## config.mk

```make
export PLATFORM = sky130hd
export DESIGN_NAME = cal_alarm_irq
export DESIGN_NICKNAME = d
export VERILOG_FILES = /design/src/rtl/cal_alarm_pkg.sv /design/src/rtl/cal_alarm_regs.sv /design/src/rtl/cal_alarm_cmp.sv /design/src/rtl/cal_alarm_irq_out.sv /design/src/rtl/cal_alarm_irq.sv
export SDC_FILE = /design/constraint.sdc
export NUM_CORES = 1
export LEC_CHECK = 0
export ABC_CLOCK_PERIOD_IN_PS = 2200
export BUFFER_PORTS_ARGS = -buffer_cell sky130_fd_sc_hd__buf_2
export CAP_MARGIN = 5
export CORE_UTILIZATION = 53
export CTS_BUF_LIST = sky130_fd_sc_hd__clkbuf_2 sky130_fd_sc_hd__clkbuf_4 sky130_fd_sc_hd__clkbuf_8
export DETAILED_ROUTE_END_ITERATION = 10
export GPL_ROUTABILITY_DRIVEN = 1
export MAX_ROUTING_LAYER = met4
export PLACE_DENSITY = 0.84
export SYNTH_ARGS = -nofsm -noshare
export SYNTH_HDL_FRONTEND = slang
export SYNTH_SLANG_ARGS = --single-unit
```

## constraint.sdc

```tcl
create_clock -name clk_i -period 2.2 [get_ports clk_i]
set_input_delay 0.11 -clock clk_i [delete_from_list [all_inputs] [get_ports clk_i]]
set_output_delay 0.11 -clock clk_i [all_outputs]
set_load 0.02 [all_outputs]
```

## src/rtl/cal_alarm_pkg.sv

```systemverilog
package cal_alarm_pkg;

  localparam int YEAR_W     = 12;
  localparam int MON_W      = 4;
  localparam int DAY_W      = 5;
  localparam int WDAY_W     = 3;
  localparam int HOUR_W     = 5;
  localparam int MIN_W      = 6;
  localparam int SEC_W      = 6;
  localparam int NUM_FIELDS = 7;
  localparam int SEL_W      = 3;

  // bit positions inside the write data words
  localparam int DATE_DAY_LSB  = 0;
  localparam int DATE_MON_LSB  = 8;
  localparam int DATE_YEAR_LSB = 16;
  localparam int TIME_HOUR_LSB = 0;
  localparam int TIME_MIN_LSB  = 8;
  localparam int TIME_SEC_LSB  = 16;
  localparam int TIME_WDAY_LSB = 24;

  // second is the least significant field, year the most significant
  typedef struct packed {
    logic [YEAR_W-1:0] year;
    logic [MON_W-1:0]  month;
    logic [DAY_W-1:0]  day;
    logic [WDAY_W-1:0] wday;
    logic [HOUR_W-1:0] hour;
    logic [MIN_W-1:0]  min;
    logic [SEC_W-1:0]  sec;
  } cal_time_t;

  localparam int TIME_W = $bits(cal_time_t);

  typedef enum logic [SEL_W-1:0] {
    SEL_DATE = 3'd0,
    SEL_TIME = 3'd1,
    SEL_MASK = 3'd2,
    SEL_ARM  = 3'd3,
    SEL_IEN  = 3'd4,
    SEL_FRC  = 3'd5
  } wr_sel_e;

  // width of field i, with field 0 being the second
  function automatic int fld_w(input int i);
    case (i)
      0: return SEC_W;
      1: return MIN_W;
      2: return HOUR_W;
      3: return WDAY_W;
      4: return DAY_W;
      5: return MON_W;
      6: return YEAR_W;
      default: return 0;
    endcase
  endfunction

  // lsb position of field i inside the packed time word
  function automatic int fld_off(input int i);
    int s;
    s = 0;
    for (int k = 0; k < i; k++) s += fld_w(k);
    return s;
  endfunction

endpackage

```

## src/rtl/cal_alarm_regs.sv

```systemverilog
module cal_alarm_regs
  import cal_alarm_pkg::*;
#(
  parameter int DATA_W = 32
) (
  input  logic                  clk,
  input  logic                  rst_n,
  input  logic                  wr_en,
  input  logic [SEL_W-1:0]      wr_sel,
  input  logic [DATA_W-1:0]     wr_data,
  output cal_time_t             pattern,
  output logic [NUM_FIELDS-1:0] fmask,
  output logic                  arm,
  output logic                  ien,
  output logic                  frc
);

  cal_time_t             pat_q, pat_d;
  logic [NUM_FIELDS-1:0] mask_q, mask_d;
  logic                  arm_q, ien_q, frc_q;
  logic                  date_we, time_we, mask_we, arm_we, ien_we, frc_we;
  logic                  unused_bits;

  assign unused_bits = ^wr_data;

  // write enables; pattern and mask are locked while armed
  always_comb begin
    date_we = wr_en && (wr_sel == SEL_DATE) && !arm_q;
    time_we = wr_en && (wr_sel == SEL_TIME) && !arm_q;
    mask_we = wr_en && (wr_sel == SEL_MASK) && !arm_q;
    arm_we  = wr_en && (wr_sel == SEL_ARM);
    ien_we  = wr_en && (wr_sel == SEL_IEN);
    frc_we  = wr_en && (wr_sel == SEL_FRC);
  end

  always_comb begin
    pat_d = pat_q;
    if (date_we) begin
      pat_d.day   = wr_data[DATE_DAY_LSB  +: DAY_W];
      pat_d.month = wr_data[DATE_MON_LSB  +: MON_W];
      pat_d.year  = wr_data[DATE_YEAR_LSB +: YEAR_W];
    end
    if (time_we) begin
      pat_d.hour = wr_data[TIME_HOUR_LSB +: HOUR_W];
      pat_d.min  = wr_data[TIME_MIN_LSB  +: MIN_W];
      pat_d.sec  = wr_data[TIME_SEC_LSB  +: SEC_W];
      pat_d.wday = wr_data[TIME_WDAY_LSB +: WDAY_W];
    end
    mask_d = wr_data[NUM_FIELDS-1:0];
  end

  always_ff @(posedge clk or negedge rst_n) begin
    if (!rst_n) begin
      pat_q  <= '0;
      mask_q <= '0;
      arm_q  <= 1'b0;
      ien_q  <= 1'b0;
      frc_q  <= 1'b0;
    end else begin
      if (date_we || time_we) pat_q  <= pat_d;
      if (mask_we)            mask_q <= mask_d;
      if (arm_we)             arm_q  <= wr_data[0];
      if (ien_we)             ien_q  <= wr_data[0];
      if (frc_we)             frc_q  <= wr_data[0];
    end
  end

  assign pattern = pat_q;
  assign fmask   = mask_q;
  assign arm     = arm_q;
  assign ien     = ien_q;
  assign frc     = frc_q;

  // nothing in the pattern or mask moves while armed
  p_lock_r6: assert property (@(posedge clk) disable iff (!rst_n)
    arm_q |=> ($stable(pat_q) && $stable(mask_q)));

  // arm follows a selector-3 write one clock later
  p_arm_set_r2: assert property (@(posedge clk) disable iff (!rst_n)
    (wr_en && wr_sel == SEL_ARM && wr_data[0]) |=> arm_q);

  p_arm_clr_r2: assert property (@(posedge clk) disable iff (!rst_n)
    (wr_en && wr_sel == SEL_ARM && !wr_data[0]) |=> !arm_q);

endmodule

```

## src/rtl/cal_alarm_cmp.sv

```systemverilog
module cal_alarm_cmp
  import cal_alarm_pkg::*;
(
  input  logic                  clk,
  input  logic                  rst_n,
  input  cal_time_t             live,
  input  cal_time_t             pattern,
  input  logic [NUM_FIELDS-1:0] fmask,
  input  logic                  arm,
  output logic                  raw
);

  logic [TIME_W-1:0]     live_flat, pat_flat;
  logic [NUM_FIELDS-1:0] fld_ok;
  logic                  raw_d, raw_q;

  assign live_flat = live;
  assign pat_flat  = pattern;

  for (genvar g = 0; g < NUM_FIELDS; g++) begin : g_fld
    localparam int W = fld_w(g);
    localparam int O = fld_off(g);
    assign fld_ok[g] = !fmask[g] || (live_flat[O +: W] == pat_flat[O +: W]);
  end

  always_comb raw_d = arm && (&fld_ok);

  always_ff @(posedge clk or negedge rst_n) begin
    if (!rst_n) raw_q <= 1'b0;
    else        raw_q <= raw_d;
  end

  assign raw = raw_q;

  // disarmed comparator never reports
  p_raw_disarmed_r8: assert property (@(posedge clk) disable iff (!rst_n)
    !arm |=> !raw_q);

  // empty mask while armed matches unconditionally
  p_raw_free_r5: assert property (@(posedge clk) disable iff (!rst_n)
    (arm && fmask == '0) |=> raw_q);

  // a full-field equality while armed reports next cycle
  p_raw_full_r3: assert property (@(posedge clk) disable iff (!rst_n)
    (arm && live == pattern) |=> raw_q);

endmodule

```

## src/rtl/cal_alarm_irq_out.sv

```systemverilog
module cal_alarm_irq_out (
  input  logic clk,
  input  logic rst_n,
  input  logic raw,
  input  logic ien,
  input  logic frc,
  output logic irq
);

  logic irq_d, irq_q;

  always_comb irq_d = (raw && ien) || frc;

  always_ff @(posedge clk or negedge rst_n) begin
    if (!rst_n) irq_q <= 1'b0;
    else        irq_q <= irq_d;
  end

  assign irq = irq_q;

  // force drives the line regardless of raw
  p_force_r7: assert property (@(posedge clk) disable iff (!rst_n)
    frc |=> irq_q);

  // with enable and force clear the line stays quiet
  p_mask_r7: assert property (@(posedge clk) disable iff (!rst_n)
    (!ien && !frc) |=> !irq_q);

endmodule

```

## src/rtl/cal_alarm_irq.sv

```systemverilog
module cal_alarm_irq
  import cal_alarm_pkg::*;
#(
  parameter int DATA_W = 32
) (
  input  logic                  clk_i,
  input  logic                  rst_ni,
  input  logic [YEAR_W-1:0]     now_year_i,
  input  logic [MON_W-1:0]      now_month_i,
  input  logic [DAY_W-1:0]      now_day_i,
  input  logic [WDAY_W-1:0]     now_wday_i,
  input  logic [HOUR_W-1:0]     now_hour_i,
  input  logic [MIN_W-1:0]      now_min_i,
  input  logic [SEC_W-1:0]      now_sec_i,
  input  logic                  wr_en_i,
  input  logic [SEL_W-1:0]      wr_sel_i,
  input  logic [DATA_W-1:0]     wr_data_i,
  output logic                  match_active_o,
  output logic                  irq_raw_o,
  output logic                  irq_o
);

  logic [1:0]            rst_sync_q;
  logic                  rst_n;
  cal_time_t             live, pattern;
  logic [NUM_FIELDS-1:0] fmask;
  logic                  arm, ien, frc, raw;

  // asynchronous assertion, synchronous release
  always_ff @(posedge clk_i or negedge rst_ni) begin
    if (!rst_ni) rst_sync_q <= 2'b00;
    else         rst_sync_q <= {rst_sync_q[0], 1'b1};
  end
  assign rst_n = rst_sync_q[1];

  always_comb begin
    live.year  = now_year_i;
    live.month = now_month_i;
    live.day   = now_day_i;
    live.wday  = now_wday_i;
    live.hour  = now_hour_i;
    live.min   = now_min_i;
    live.sec   = now_sec_i;
  end

  cal_alarm_regs #(.DATA_W(DATA_W)) u_regs (
    .clk     (clk_i),
    .rst_n   (rst_n),
    .wr_en   (wr_en_i),
    .wr_sel  (wr_sel_i),
    .wr_data (wr_data_i),
    .pattern (pattern),
    .fmask   (fmask),
    .arm     (arm),
    .ien     (ien),
    .frc     (frc)
  );

  cal_alarm_cmp u_cmp (
    .clk     (clk_i),
    .rst_n   (rst_n),
    .live    (live),
    .pattern (pattern),
    .fmask   (fmask),
    .arm     (arm),
    .raw     (raw)
  );

  cal_alarm_irq_out u_irq (
    .clk   (clk_i),
    .rst_n (rst_n),
    .raw   (raw),
    .ien   (ien),
    .frc   (frc),
    .irq   (irq_o)
  );

  assign match_active_o = arm;
  assign irq_raw_o      = raw;

  // outputs held low while in reset
  p_reset_quiet_r1: assert property (@(posedge clk_i)
    !rst_n |=> (!irq_o && !irq_raw_o && !match_active_o));

endmodule

```

==> results of run 1 <==
-- state kept, by name (all words and copies together), names as in the netlist --
register        count
u_regs.arm          1
u_regs.pattern     41
u_irq.irq           1
u_regs.ien          1
u_regs.fmask        7
u_cmp.raw           1
u_regs.frc          1
rst_sync_q          2
-- area by class of cell --
cell class	count	area share (%)
Sequential cell	55	42.2
Multi-Input combinational cell	120	39.1
Clock buffer	8	3.18
Timing Repair Buffer	77	12.9
Tap cell	67	2.57
-- metrics by stage --
stage                     area [um2]  hold WS (ps)  utilization, %  power (uW)  cells
after detailed placement        3150          -100            65.4        2050    318
after global placement          3150          -102            65.4        2020    318
final                           3260          35.2            67.7        2620    327
after floorplan                 2700          -186               -        1850    179
after global routing            3260          22.9            67.7        2770    327
after CTS                       3260          29.3            67.7        2640    327
-- layout by cell type (no fill, tap or decap) --
| cell type | count |
|---|---|
| a211oi_1 | 1 |
| a21o_1 | 1 |
| buf_12 | 2 |
| buf_2 | 74 |
| clkbuf_4 | 1 |
| clkbuf_8 | 7 |
| conb_1 | 1 |
| dfrtp_1 | 54 |
| dfrtp_2 | 1 |
| dlygate4sd3_1 | 1 |
| mux2_2 | 11 |
| mux2_4 | 40 |
| nand2_2 | 2 |
| nand3_1 | 6 |
| nand3b_2 | 1 |
| nand4_1 | 3 |
| nand4b_1 | 1 |
| nor2_1 | 1 |
| nor2b_1 | 1 |
| nor3b_4 | 1 |
| nor4_1 | 3 |
| o31ai_1 | 5 |
| o41ai_1 | 1 |
| xnor2_1 | 14 |
| xor2_1 | 27 |
-- metal layers --
layer  wire [um]  up-vias
met3         202        5
met5           0        -
met1        2320      767
li1            -      786
met4          45        0
met2        2260       53
-- synthesized netlist by cell type, types with 2 or more instances --
library cell	n
dfrtp_1	55
mux2_4	40
xor2_1	27
xnor2_1	14
mux2_2	11
nand3_1	6
o31ai_1	5
buf_6	4
nand4_1	3
nor4_1	3
nand2_2	2
-- worst min-delay path by stage --
| stage | from | endpoint | slack [ps] | cells after the start |
|---|---|---|---|---|
| final | wr_data_i[22] | u_regs.pattern[35] | 40 | 2 |
| after floorplan | rst_ni | rst_sync_q[0] | -190 | 0 |
| after CTS | wr_data_i[22] | u_regs.pattern[35] | 30 | 2 |
| after global placement | rst_ni | rst_sync_q[0] | -100 | 1 |
| after detailed placement | rst_ni | rst_sync_q[0] | -100 | 1 |
| after global routing | wr_data_i[27] | u_regs.pattern[40] | 20 | 2 |
-- power by group --
part	switching, uW	internal (uW)
logic	210	427
registers	160	1220
clock network	300	300
-- cells by family after synthesis --
kind of cell / Yosys count / share of synthesized area [%]
and+or+nand+nor: 19 / 4.78
muxes: 51 / 26.8
DFF: 55 / 51.0
AOI/OAI and AO/OA: 8 / 2.27
xor gates and xnor gates: 41 / 13.3
other: 1 / 0.139
buffers and inverters: 4 / 1.67
-- critical path, stage by stage, from the launching register on --
cell,delay (ps)
dfrtp_1,440
nor3b_4,270
nand2_2,470
mux2_4,460
-- what timing repair did --
item / 4_1_cts / 5_1_grt
endpoints found under the hold margin: 2 / 0
hold buffers: 1 / 0
buffers inserted: 0 / 0
==> out/metrics.cfg, run 1 <==
[global_routing]
met3_usage_pct = 2.88
grt_first_pass_wirelength_um = 7780
gr-usage-met2_pct = 30.9
grt_util_met1_pct = 28.1
grt_pass1_vias = 1647
global_route.peak_usage_layer = met2
grt_antenna_before_repair = 0
grt_overflow_total = 0
maximum_number_of_pins_on_one_net_before_global_route_repair = 42
track_usage_pct = 20.1

[critical_path]
critical_path.startpoint_type = flop
reg2reg_to = u_regs.pattern[0]
critical_path_peak_fanout = 20
critPathArrivalTime_ps = 1950
worstPathRequired_ps = 2390
r2r_slack_ps = 440
crit_start = u_regs.arm
worst_r2r_startpoint = u_regs.arm
timing_worst_setup_path_type = flop to flop
critical_path.endpoint = u_regs.pattern[0]
timing.critical_path.to_type = flop
r2r_cells = 3

[clock_network]
clock-sinks = 55
clkTransAtPathRegs_ps = 90
clkLatencyLatePin_ps = 300
cts.htree.levels = 2
ctsRootBufferMaster = clkbuf_8
cts_tree = yes
numCtsBuffers = 5
cts-resized-gates = 0
clk_path_buf_depth = 2

[logic_synthesis]
syn-mean-instance-area_um2 = 15.1
synth_async_sr_flop_share_pct = 100
yosys_warnings = 0
netlist_area_pre_place_um2 = 2700
synth.yosys.seq_area_share_pct = 51.0
syn_nets = 258
synth_largest_area_cell = dfrtp_1
synth_edf_count = 0
yosys-top-cells-area = dfrtp_1, mux2_4, xor2_1
yosys_register_bits = 55
synth_top_area_share_pct = 51.0
dominantRegCellSynth = dfrtp_1
yosysUniqueCellTypes = 20
synthCells = 179

[detailed_routing]
ant_nets = 0
drt-total-wl_um = 4830
first_iter_violations = 37
wire_per_inst_um = 14.8
number_of_vias_after_detailed_routing = 1611
drt_pass1_iterations = 4
route.detailed.drc = 0
routed_via_density = 4.93

[floorplanning]
initial_utilization_pct = 56.0
die-width_um = 73.4
floorplan.die_area_um2 = 5380
die_height_um = 73.4
placeableCoreArea_um2 = 4820
row_count = 25
boundaryPins = 82

[min_path]
hold_class = input port to flop

[timing]
setup_slack_ps = 436
fmax_mhz = 567
skew_ps = 6.28
timing_max_transition_violations_final = 0
unrepaired_setup_endpoints_after_global_routing = false
worst_slew_pin_slew_ps = 740
min_period_over_period_pct = 80.2
final.min_clock_period_ps = 1760
timing.setup.tns_ps = 0
timing.max_slew.rel_slack_pct = 50.5
finalSetupViolations = 0
finalHoldViolations = 0

[placed_design]
buffer_ports.inserted = 74
rd_place_congestion = 0.760
dp_hpwl_um = 3670
worst_slack_at_placement_ps = 439

[job]
max-cap-violations = 0

[status]
result_of_the_run = complete, no violations

[power_and_ir_drop]
vdd_ir_max_uv = 422
power.static_leakage_uw = 0.00166
power-per-cell-area_nw_per_um2 = 803

[finish]
diodes = 0
syn2layout_area_growth_pct = 20.9
finalNetCount = 338
drive_above_1_share_pct = 53.8
layout.filler_cells = 383
multi_input_area_um2 = 1280
sequential_cell_area_um2 = 1380

(Power assumes the default switching activity.)
==> inputs of run 2 (changes only) <==
--- a/config.mk
+++ b/config.mk
@@ -5,15 +5,16 @@
 export SDC_FILE = /design/constraint.sdc
 export NUM_CORES = 1
 export LEC_CHECK = 0
-export ABC_CLOCK_PERIOD_IN_PS = 2200
+export ABC_AREA = 1
+export ABC_CLOCK_PERIOD_IN_PS = 1740
 export BUFFER_PORTS_ARGS = -buffer_cell sky130_fd_sc_hd__buf_2
 export CAP_MARGIN = 5
-export CORE_UTILIZATION = 53
+export CORE_UTILIZATION = 54
 export CTS_BUF_LIST = sky130_fd_sc_hd__clkbuf_2 sky130_fd_sc_hd__clkbuf_4 sky130_fd_sc_hd__clkbuf_8
 export DETAILED_ROUTE_END_ITERATION = 10
 export GPL_ROUTABILITY_DRIVEN = 1
 export MAX_ROUTING_LAYER = met4
-export PLACE_DENSITY = 0.84
+export PLACE_DENSITY = 0.85
 export SYNTH_ARGS = -nofsm -noshare
 export SYNTH_HDL_FRONTEND = slang
 export SYNTH_SLANG_ARGS = --single-unit
==> constraint.sdc (replaced) <==
create_clock -name clk_i -period 1.74 [get_ports clk_i]
set_input_delay 0.087 -clock clk_i [delete_from_list [all_inputs] [get_ports clk_i]]
set_output_delay 0.087 -clock clk_i [all_outputs]
set_load 0.02 [all_outputs]
==> run 2 against run 1 <==
Effect of this change: area after synthesis rose by 3.9%; core utilization rose by 2.2 points; combinational power rose by 14%; sequential share of layout area fell by 1.6 points; clock skew rose by 0.90 ps; design area rose by 3.9%; cell count rose by 58%.
==> out/metrics.cfg, run 2 <==
[status]
result_of_the_run = complete, no violations

[timing]
timing_max_transition_violations_final = 0
skew_ps = 7.17
timing.setup.tns_ps = 0
final.min_clock_period_ps = 1540
fin_worst_hold_slack_ps = 18.7
fmax_mhz = 650
finalHoldViolations = 0
min_period_over_period_pct = 88.4
finalSetupViolations = 0
unrepaired_setup_endpoints_after_global_routing = false

[placed_design]
dpl_cell_area_um2 = 3250
rd_place_congestion = 0.820
dp_hpwl_um = 4250
buffer_ports.inserted = 74

[critical_path]
critPathArrivalTime_ps = 1720
timing.critical_path.to_type = flop
r2r_cells = 5
critical_path_peak_fanout = 22
buffer_and_inverter_count_on_the_worst_path = 1
crit_family = simple AND/OR/NAND/NOR gates
slowest_stage = dfrtp_1
reg2reg_to = u_regs.pattern[28]
timing_worst_setup_path_type = flop to flop
worst_r2r_startpoint = u_regs.arm
critical_path.startpoint_type = flop
r2r_slack_ps = 200
worstPathRequired_ps = 1920
cp_slowest_stage_delay_ps = 450
worstPathCellList = nor3_4 > nand2_2 > buf_4 > nand2_1 > o21ai_0

[clock_network]
clkLatencyLatePin_ps = 300
post-cts-setup-buffer-count = 0
cts-resized-gates = 0
cts.htree.levels = 2
clock-sinks = 55
numCtsBuffers = 5
cts_tree = yes
clk_path_buf_depth = 2
ctsRootBufferMaster = clkbuf_8
clkTransAtPathRegs_ps = 90

[finish]
final_common_cell = nand2_1
max_ffs_per_register = 41
diodes = 0
layout.cell_area.non_filler_um2 = 3390
syn2layout_area_growth_pct = 20.9
finalNetCount = 528
drive_above_1_share_pct = 21.6
mostFrequentLayoutCells = nand2_1, buf_2, inv_1

[logic_synthesis]
yosysUniqueCellTypes = 18
synth_top_area_share_pct = 49.1
yosys_register_bits = 55
synth_async_sr_flop_share_pct = 100
syn-mean-instance-area_um2 = 7.60
syn_nets = 448
synth_largest_area_cell = dfrtp_1
netlist_area_pre_place_um2 = 2800
yosys_warnings = 0
yosys-top-cells-area = dfrtp_1, nand2_1, inv_1
dominantRegCellSynth = dfrtp_1
synth_commonest_cells = nand2_1, inv_1, dfrtp_1
synthCells = 369
most_frequent_cell_after_synthesis = nand2_1
synth_edf_count = 0
synth.yosys.seq_area_share_pct = 49.1

[global_routing]
maximum_number_of_pins_on_one_net_before_global_route_repair = 28
grt_antenna_before_repair = 0
track_usage_pct = 22.9
grt_first_pass_wirelength_um = 9200
grt_overflow_total = 0
grt_pass1_vias = 2261

[detailed_routing]
drt-total-wl_um = 5430
drt_pass1_iterations = 4
routed_via_density = 4.60
first_iter_violations = 161
wire_per_inst_um = 10.5
number_of_vias_after_detailed_routing = 2377
ant_nets = 0
route.detailed.drc = 0

[floorplanning]
initial_utilization_pct = 57.8
boundaryPins = 82
die-width_um = 74.1
placeableCoreArea_um2 = 4850
row_count = 25
floorplan.die_area_um2 = 5480
die_height_um = 74.1

[min_path]
hold_path_depth = 2
worst_hold_end = u_regs.pattern[35]
holdCritStartpoint = wr_data_i[22]
hold_class = input port to flop

[power_and_ir_drop]
vdd_ir_max_uv = 640
power-per-cell-area_nw_per_um2 = 959
power.static_leakage_uw = 0.00195

[job]
max-cap-violations = 0

[run 2: cell types whose count changed in the layout (fill, tap and decap cells not counted), moves of 26 or more]
cell and delta:
xor2_1 -26, o21ai_0 +27, nand2_1 +126, nor2_1 +29, mux2_4 -36, inv_1 +66
[run 2: metal layers]
layer,track usage [%],up-vias,wire length (um)
met4,5.98,0,49
met5,-,-,0
met3,5.01,4,242
li1,-,1259,-
met1,27.6,1053,2530
met2,38.8,61,2610
[run 2: worst max-delay path by stage]
stage                         end          start  depth (start not counted)
2_1_floorplan           u_cmp.raw  rst_sync_q[1]                          0
3_3_place_gp   u_regs.pattern[28]     u_regs.arm                          5
3_5_place_dp   u_regs.pattern[28]     u_regs.arm                          5
4_1_cts        u_regs.pattern[28]     u_regs.arm                          5
5_1_grt        u_regs.pattern[28]     u_regs.arm                          5
6_report       u_regs.pattern[28]     u_regs.arm                          5
[run 2: kinds of logic after synthesis]
group / Yosys count / synth area share [%]
and+or+nand+nor: 169 / 23.7
buffers and inverters: 75 / 10.7
DFF: 55 / 49.1
AOI/OAI and AO/OA: 46 / 8.21
xor gates and xnor gates: 18 / 5.62
muxes: 5 / 2.54
other: 1 / 0.134
[run 2: report_power, final]
| group | total (uW) | switching [uW] | leakage (uW) | internal (uW) |
|---|---|---|---|---|
| logic | 724 | 368 | 0.00121 | 356 |
| clock network | 854 | 388 | 0.0000612 | 466 |
| registers | 1670 | 162 | 0.000684 | 1510 |
[run 2: final cells by class]
cell class,instances,area [um2]
Fill cell,402,1460
Multi-Input combinational cell,239,1130
Inverter,66,248
Timing Repair Buffer,82,435
Sequential cell,55,1380
Clock inverter,2,35.0
Tap cell,67,83.8
Clock buffer,6,82.6
[run 2: repair_timing]
action                                 CTS  global route
endpoints found under the hold margin    2             1
hold buffers                             1             1
setup endpoints to repair                0             0
[run 2: per-stage QoR]
| stage | instances | worst slack [ps] | total power (uW) | util (%) |
|---|---|---|---|---|
| 6_report | 517 | 201 | 3250 | 69.9 |
| 5_1_grt | 517 | 102 | 3470 | 69.9 |
| 4_1_cts | 516 | 192 | 3280 | 69.7 |
| 3_5_place_dp | 507 | 202 | 2420 | 67.1 |
| 3_3_place_gp | 507 | 256 | 2380 | 67.1 |
| 2_1_floorplan | 369 | 95.5 | 2190 | - |
==> inputs of run 3 (changes only) <==
--- a/config.mk
+++ b/config.mk
@@ -9,11 +9,11 @@
 export ABC_CLOCK_PERIOD_IN_PS = 1740
 export BUFFER_PORTS_ARGS = -buffer_cell sky130_fd_sc_hd__buf_2
 export CAP_MARGIN = 5
+export CORE_ASPECT_RATIO = 0.8
 export CORE_UTILIZATION = 54
 export CTS_BUF_LIST = sky130_fd_sc_hd__clkbuf_2 sky130_fd_sc_hd__clkbuf_4 sky130_fd_sc_hd__clkbuf_8
 export DETAILED_ROUTE_END_ITERATION = 10
 export GPL_ROUTABILITY_DRIVEN = 1
-export MAX_ROUTING_LAYER = met4
 export PLACE_DENSITY = 0.85
 export SYNTH_ARGS = -nofsm -noshare
 export SYNTH_HDL_FRONTEND = slang
==> run 3 against run 2 <==
Effect of this change: global-route usage increased by 1.5 points; largest cell class unchanged; combinational power up 1%; register-to-register slack better by 120 ps; fmax rose by 8.7%; setup slack improved by 120 ps; cell count is 0.19% lower; clock-buffer cell count is 2 higher.
==> out/metrics.cfg, run 3 (synthesis results as in run 2) <==
[detailed_routing]
ant_nets = 0
drt_pass1_iterations = 4
wire_per_inst_um = 11.3
drt-total-wl_um = 5820
route.detailed.drc = 0
first_iter_violations = 202
routed_via_density = 4.67
number_of_vias_after_detailed_routing = 2408

[timing]
min_period_over_period_pct = 81.4
fmax_mhz = 706
timing_max_transition_violations_final = 0
unrepaired_setup_endpoints_after_global_routing = false
skew_ps = 6.40
final.min_clock_period_ps = 1420
timing.setup.tns_ps = 0
finalHoldViolations = 0
finalSetupViolations = 0

[clock_network]
clk_path_buf_depth = 2
cts-resized-gates = 0
clkLatencyLatePin_ps = 310
post-cts-setup-buffer-count = 0
cts.htree.levels = 2
clock-sinks = 55
ctsRootBufferMaster = clkbuf_8
numCtsBuffers = 5
cts_tree = yes
cts_hold_repair.buffers = 3
clkTransAtPathRegs_ps = 90

[finish]
finalNetCount = 532
instances_no_fill = 516
post-route-util_pct = 68.0
max_ffs_per_register = 41
layout.filler_cells = 413
final_common_cell = nand2_1
mostFrequentLayoutCells = nand2_1, buf_2, inv_1
diodes = 0
syn2layout_area_growth_pct = 21.4
drive_above_1_share_pct = 21.8

[global_routing]
maximum_number_of_pins_on_one_net_before_global_route_repair = 31
grt_antenna_before_repair = 0
grt_pass1_vias = 2280
grt_first_pass_wirelength_um = 9830
track_usage_pct = 24.4
grt_overflow_total = 0

[floorplanning]
die-width_um = 82.6
die_height_um = 66.5
floorplan.die_area_um2 = 5490
placeableCoreArea_um2 = 5010
initial_utilization_pct = 56.0
row_count = 23
boundaryPins = 82

[critical_path]
cp_slowest_stage_delay_ps = 440
critical_path_peak_fanout = 18
crit_family = simple AND/OR/NAND/NOR gates
slowest_stage = dfrtp_1
critPathArrivalTime_ps = 1600
timing.critical_path.to_type = flop
critical_path.startpoint_type = flop
timing_worst_setup_path_type = flop to flop
worstPathCellList = nor3_4 > nand2_2 > buf_4 > nand2_1 > o21ai_0
r2r_slack_ps = 320
worstPathRequired_ps = 1930
buffer_and_inverter_count_on_the_worst_path = 1

[status]
result_of_the_run = complete, no violations

[power_and_ir_drop]
vdd_ir_max_uv = 475
power-per-cell-area_nw_per_um2 = 938
power.static_leakage_uw = 0.00196

[placed_design]
dp_hpwl_um = 4440
rd_place_congestion = 0.830
buffer_ports.inserted = 74
place_inst = 504

[min_path]
hold_class = input port to flop

[job]
max-cap-violations = 0

[run 3: cell count changes in the layout (fill, tap and decap cells not counted)]
cell           delta
buf_4             +2
bufinv_16         -1
clkbuf_4          +1
clkbuf_8          +1
clkinv_2          -1
dlygate4sd3_1     +2
[run 3: power breakdown]
| group | total, uW | switching [uW] | internal, uW |
|---|---|---|---|
| Clock | 777 | 397 | 380 |
| Combinational | 734 | 374 | 360 |
| Sequential | 1680 | 171 | 1510 |
| Total | 3190 | 942 | 2250 |
[run 3: final timing paths]
| kind | from | to | cells after the start |
|---|---|---|---|
| max in group asynchronous | rst_sync_q[1] | u_regs.frc | 1 |
| max | u_regs.arm | u_regs.pattern[19] | 5 |
| min in group asynchronous | rst_ni | rst_sync_q[0] | 2 |
| max reg2reg | u_regs.arm | u_regs.pattern[19] | 5 |
| min | wr_data_i[27] | u_regs.pattern[40] | 2 |
| min reg2reg | rst_sync_q[1] | u_regs.pattern[2] | 1 |
[run 3: cell type report]
type,instances,area [um2],share of cell area (%)
inverter,66,248,7.28
multi-input combinational,239,1130,33.1
clock buffer,8,104,3.05
tap,62,77.6,2.28
sequential,55,1380,40.5
timing repair buffer,86,470,13.8
[run 3: layer usage]
metal,wire [um],global-route usage (%),vias up
met3,267,6.85,13
met4,110,8.84,0
met1,2680,30.5,1064
li1,-,-,1270
met5,0,0,-
met2,2770,40.3,61
[run 3: metrics by stage]
stage          area, um2  power [uW]  worst slack [ps]  hold WS [ps]
2_1_floorplan       2800        2190              95.5          -209
4_1_cts             3390        3220               310          10.0
3_3_place_gp        3260        2380               379          -127
6_report            3400        3190               324          16.7
5_1_grt             3400        3440               184          4.92
3_5_place_dp        3260        2440               331          -124
